<file path="src/rtl/hazard_interlock.sv">
module hazard_interlock #(
  parameter int AW = 5,
  parameter bit UNIFIED_MEM = 1'b1
) (
  input  logic          clk,
  input  logic          rst_n,
  input  logic [AW-1:0] id_rs1,
  input  logic [AW-1:0] id_rs2,
  input  logic          id_use1,
  input  logic          id_use2,
  input  logic          id_branch,
  input  logic          id_taken,
  input  logic [AW-1:0] ex_rs1,
  input  logic [AW-1:0] ex_rs2,
  input  logic          ex_use1,
  input  logic          ex_use2,
  input  logic          ex_is_store,
  input  logic [AW-1:0] ex_rd,
  input  logic          ex_wr,
  input  logic          ex_is_load,
  input  logic [AW-1:0] mem_rd,
  input  logic          mem_wr,
  input  logic          mem_is_load,
  input  logic          mem_access,
  input  logic [AW-1:0] wb_rd,
  input  logic          wb_wr,
  output logic [1:0]    alu_a_sel,
  output logic [1:0]    alu_b_sel,
  output logic [1:0]    store_sel,
  output logic [1:0]    br_a_sel,
  output logic [1:0]    br_b_sel,
  output logic          pc_hold,
  output logic          ifid_hold,
  output logic          ifid_squash,
  output logic          idex_bubble,
  output logic          pc_redirect
);

  localparam logic [1:0] SEL_RF  = 2'b00;
  localparam logic [1:0] SEL_WB  = 2'b01;
  localparam logic [1:0] SEL_MEM = 2'b10;
  localparam logic [AW-1:0] R0 = '0;

  function automatic logic [1:0] ex_pick(input logic [AW-1:0] r, input logic u,
                                         input logic [AW-1:0] m_rd, input logic m_wr,
                                         input logic [AW-1:0] w_rd, input logic w_wr);
    if (!u || r == R0)          return SEL_RF;
    if (m_wr && m_rd == r)      return SEL_MEM;
    if (w_wr && w_rd == r)      return SEL_WB;
    return SEL_RF;
  endfunction

  assign alu_a_sel = ex_pick(ex_rs1, ex_use1, mem_rd, mem_wr, wb_rd, wb_wr);
  assign alu_b_sel = ex_pick(ex_rs2, ex_use2, mem_rd, mem_wr, wb_rd, wb_wr);
  assign store_sel = ex_pick(ex_rs2, ex_is_store, mem_rd, mem_wr, wb_rd, wb_wr);

  logic src1_live, src2_live;
  assign src1_live = id_use1 && id_rs1 != R0;
  assign src2_live = id_use2 && id_rs2 != R0;

  logic load_use, br_wait, data_stall, struct_hit, taken;

  assign load_use = ex_is_load &&
                    ((src1_live && id_rs1 == ex_rd) || (src2_live && id_rs2 == ex_rd));

  assign br_wait = id_branch &&
                   ((ex_wr && ((src1_live && id_rs1 == ex_rd) || (src2_live && id_rs2 == ex_rd))) ||
                    (mem_is_load && ((src1_live && id_rs1 == mem_rd) || (src2_live && id_rs2 == mem_rd))));

  assign br_a_sel = (id_branch && src1_live && mem_wr && !mem_is_load && mem_rd == id_rs1) ? SEL_MEM : SEL_RF;
  assign br_b_sel = (id_branch && src2_live && mem_wr && !mem_is_load && mem_rd == id_rs2) ? SEL_MEM : SEL_RF;

  assign data_stall = load_use || br_wait;
  assign struct_hit = UNIFIED_MEM && mem_access;
  assign taken      = id_branch && id_taken && !br_wait;

  assign pc_redirect = taken;
  assign pc_hold     = (data_stall || struct_hit) && !taken;
  assign ifid_hold   = data_stall;
  assign idex_bubble = data_stall;
  assign ifid_squash = !data_stall && (taken || struct_hit);


  load_use_stall_chk: assert property (@(posedge clk) disable iff (!rst_n)
    (ex_is_load && ex_rd != R0 && id_use1 && id_rs1 == ex_rd) |-> (pc_hold && ifid_hold && idex_bubble));


  redirect_kept_chk: assert property (@(posedge clk) disable iff (!rst_n)
    pc_redirect |-> (ifid_squash && !pc_hold && !idex_bubble));


  hold_beats_squash_chk: assert property (@(posedge clk) disable iff (!rst_n)
    ifid_hold |-> !ifid_squash);


  zero_reg_quiet_chk: assert property (@(posedge clk) disable iff (!rst_n)
    (ex_rs1 == R0) |-> (alu_a_sel == SEL_RF));


  mem_stage_wins_chk: assert property (@(posedge clk) disable iff (!rst_n)
    (ex_use2 && ex_rs2 != R0 && mem_wr && mem_rd == ex_rs2) |-> (alu_b_sel == SEL_MEM));


  split_port_quiet_chk: assert property (@(posedge clk) disable iff (!rst_n)
    (!UNIFIED_MEM && !id_branch && !ex_is_load) |-> !pc_hold);

endmodule

</file>
<file path="config.mk">
export PLATFORM = sky130hd
export DESIGN_NAME = hazard_interlock
export DESIGN_NICKNAME = d
export VERILOG_FILES = /design/src/rtl/hazard_interlock.sv
export SDC_FILE = /design/constraint.sdc
export NUM_CORES = 1
export LEC_CHECK = 0
export CAP_MARGIN = 20
export CORE_MARGIN = 10
export CORE_UTILIZATION = 28
export DETAILED_ROUTE_END_ITERATION = 7
export PLACE_DENSITY = 0.81
export SETUP_SLACK_MARGIN = 0.05
export SLEW_MARGIN = 40
export SYNTH_ARGS = -nofsm -noshare
export SYNTH_HDL_FRONTEND = slang
export SYNTH_SLANG_ARGS = --single-unit
</file>
<file path="constraint.sdc">
create_clock -name vclk -period 1.7
set_input_delay 0.255 -clock vclk [all_inputs]
set_output_delay 0.255 -clock vclk [all_outputs]
set_load 0.005 [all_outputs]
</file>
==> results.yml, run 1 <==
place:
  place_area_um2: 1429
  portBuffers: 61
  place_ws_ps: -1016
  finalWeightedCongestion: 0.8184
  hpwl_mm: 2.939
critical_path:
  path_max_fanout: 3
  critical-path-top-delay-family: "simple AND/OR/NAND/NOR gates"
  worstPathArrival_ps: 1840
  crit_chain: "buf_6 > or4_4 > o21ai_4 > nor4_4 > o21ai_2 > a21boi_2 > or2_1 > buf_2"
  path_class: "in2out"
  slowest_delay_ps: 530
  crit_path_start_kind: "input port"
  required_ps: 1440
  critPathBufInv: 2
  crit_path_end_kind: "output pin"
  crit_slowest_cell: "or4_4"
synth:
  synthTopCellsByArea: "xor2_1 (33%), xnor2_1 (22%), nor4_1 (7.8%)"
  netlist.area_leader.share_pct: 32.62
  synth.avg_cell_area_um2: 7.081
  synth-seq-area-share_pct: 0
  ys_warn_count: 0
  yosys.area.top_type: "xor2_1"
  syn_area_um2: 644.4
  syn_inst: 91
  ys_types: 21
outcome:
  violations: "negative setup slack"
  status: "finished with violations"
detailed_routing:
  dr.first_iter.drc_count: 79
  wirelength_mm: 4.670
  drc_errors: 0
  avgViaCountPerCell: 5.216
  drtPass1Iterations: 4
  vias: 1111
  ant_nets: 0
  avgRoutedWirePerCell_um: 21.92
power:
  p_per_area_nw_per_um2: 239.6
  p_int_uw: 224.9
  peakVddDrop_mv: 0.1543
  clockPowerShare_pct: 0
  switching_share_pct: 46.68
  p_leak_uw: 0.0007748
  p_seq_share_pct: 0
  switchingPower_uw: 196.9
  p_comb_share_pct: 100.0
finish:
  antennaDiodeCount: 0
  clock_buffers: 0
  seq_cells: 0
  nets: 237
  stdcell_area_um2: 1760
  seq_area_um2: 0
  area_growth_pct: 173.2
  drive_above_1_share_pct: 60.54
timing:
  period_share_pct: 123.0
  final-setup-viol-count: 11
  setup_slack_ps: -391.0
  slew_violations: 0
  hold_viol: 0
  tns_ps: -2125
  max_freq_mhz: 478.2
  rsz0062_at_grt: "true"
  holdWs_ps: 1096
  fin_crit_ps: 2091
grt:
  grt_max_degree: 5
  grt_pass1_vias: 1306
  grt_overflow: 0
  grt_usage_pct: 17.02
  antenna_found_initial: 0
  grt_pass1_wl_mm: 6.216
floorplan:
  pin_count: 65
  initial_core_util_pct: 29.13
  die_y_um: 67.97
  die_w_um: 67.97
  coreArea_um2: 2212
  std_cell_rows: 17
  die-area_um2: 4620
clock_network:
  cts_hold_buffers: 0
run:
  max_cap_viol_count: 0
min_path:
  hold_class: "in2out"
cell usage after synthesis:
| library cell | instances |
|---|---|
| nor4_1 | 8 |
| or4_1 | 3 |
| o21a_2 | 1 |
| nor3_1 | 2 |
| nor3b_1 | 1 |
| nand2b_1 | 1 |
| xor2_1 | 24 |
| nand3_1 | 7 |
| o21ai_1 | 2 |
| o21ai_0 | 2 |
| conb_1 | 1 |
| buf_4 | 3 |
| and4b_1 | 2 |
| o21ai_2 | 2 |
| a21boi_1 | 1 |
| nor2_1 | 7 |
| nand2_1 | 5 |
| nand4_1 | 1 |
| or2_1 | 1 |
| a21oi_1 | 1 |
| xnor2_1 | 16 |
area by class of cell:
type	instances	area, µm²
multi-input combinational	89	898.4
timing repair buffer	96	827.0
fill	129	451.7
tap	28	35.03
layout by cell type, fill, tap and decap left out, types with 4 or more instances in the layout:
master            n
nand2_1           4
dlygate4sd2_1     4
nor4_4            5
buf_4            24
buf_2            21
nand3_1           5
xor2_1           18
buf_6            20
xor2_2            4
clkdlybuf4s50_1  13
xnor2_1          13
clkdlybuf4s15_2   5
power by group through the flow:
stage | clock [µW] | sequential (µW) | combinational, µW
5_1_grt | 0 | 0 | 445
4_1_cts | 0 | 0 | 350
3_5_place_dp | 0 | 0 | 319
2_1_floorplan | 0 | 0 | 102
3_3_place_gp | 0 | 0 | 307
6_report | 0 | 0 | 422
metal layers:
metal	track usage, %	wire length [µm]	vias to the layer above	share of wire, %
met2	32.79	2528	56	54
met4	10.30	255	0	5.5
met5	0	0	-	0
met3	3.263	255	22	5.5
met1	16.14	1630	534	35
li1	-	-	499	-
final timing paths:
path / end / slack, ps / cells after the start / start
worst max-delay path: idex_bubble / -390 / 8 / id_rs2[4]
worst min-delay path: alu_a_sel[1] / 1100 / 5 / ex_rs1[2]
timing repair:
item / in CTS / in global routing
endpoints found under the setup margin: 13 / 13
setup buffers: 12 / 3
resized for setup: 204 / 38
cloned: 0 / 0
pin swaps: 40 / 19
metrics by stage:
step / total power [µW] / utilization, % / cells
floorplan: 102.2 / - / 92
global placement: 307.1 / 64.59 / 199
detailed placement: 319.1 / 64.59 / 199
CTS: 350.0 / 71.32 / 211
global route: 445.5 / 79.58 / 213
finish: 421.7 / 79.58 / 213
kinds of logic (layout without fill, tap and decap cells):
kind of cell | Yosys count | in the layout | share of synthesized area, %
xor+xnor | 40 | 40 | 54.37
compound gates | 9 | 9 | 9.127
buf+inv | 3 | 96 | 3.495
simple gates | 38 | 38 | 32.43
other cells | 1 | 2 | 0.5820
(Power assumes the default switching activity.)
==> run 2: changes to the inputs <==
--- a/config.mk
+++ b/config.mk
@@ -5,7 +5,7 @@
 export SDC_FILE = /design/constraint.sdc
 export NUM_CORES = 1
 export LEC_CHECK = 0
-export CAP_MARGIN = 20
+export CAP_MARGIN = 10
 export CORE_MARGIN = 10
 export CORE_UTILIZATION = 28
 export DETAILED_ROUTE_END_ITERATION = 7
==> results of run 2 <==
No change in the layout: final DEF, timing and power equal those of run 1.
==> run 3: changes to the inputs <==
--- a/config.mk
+++ b/config.mk
@@ -5,6 +5,7 @@
 export SDC_FILE = /design/constraint.sdc
 export NUM_CORES = 1
 export LEC_CHECK = 0
+export ABC_CLOCK_PERIOD_IN_PS = 1700
 export CAP_MARGIN = 10
 export CORE_MARGIN = 10
 export CORE_UTILIZATION = 28
==> results of run 3 <==
No change in the layout: final DEF, timing and power equal those of run 1.
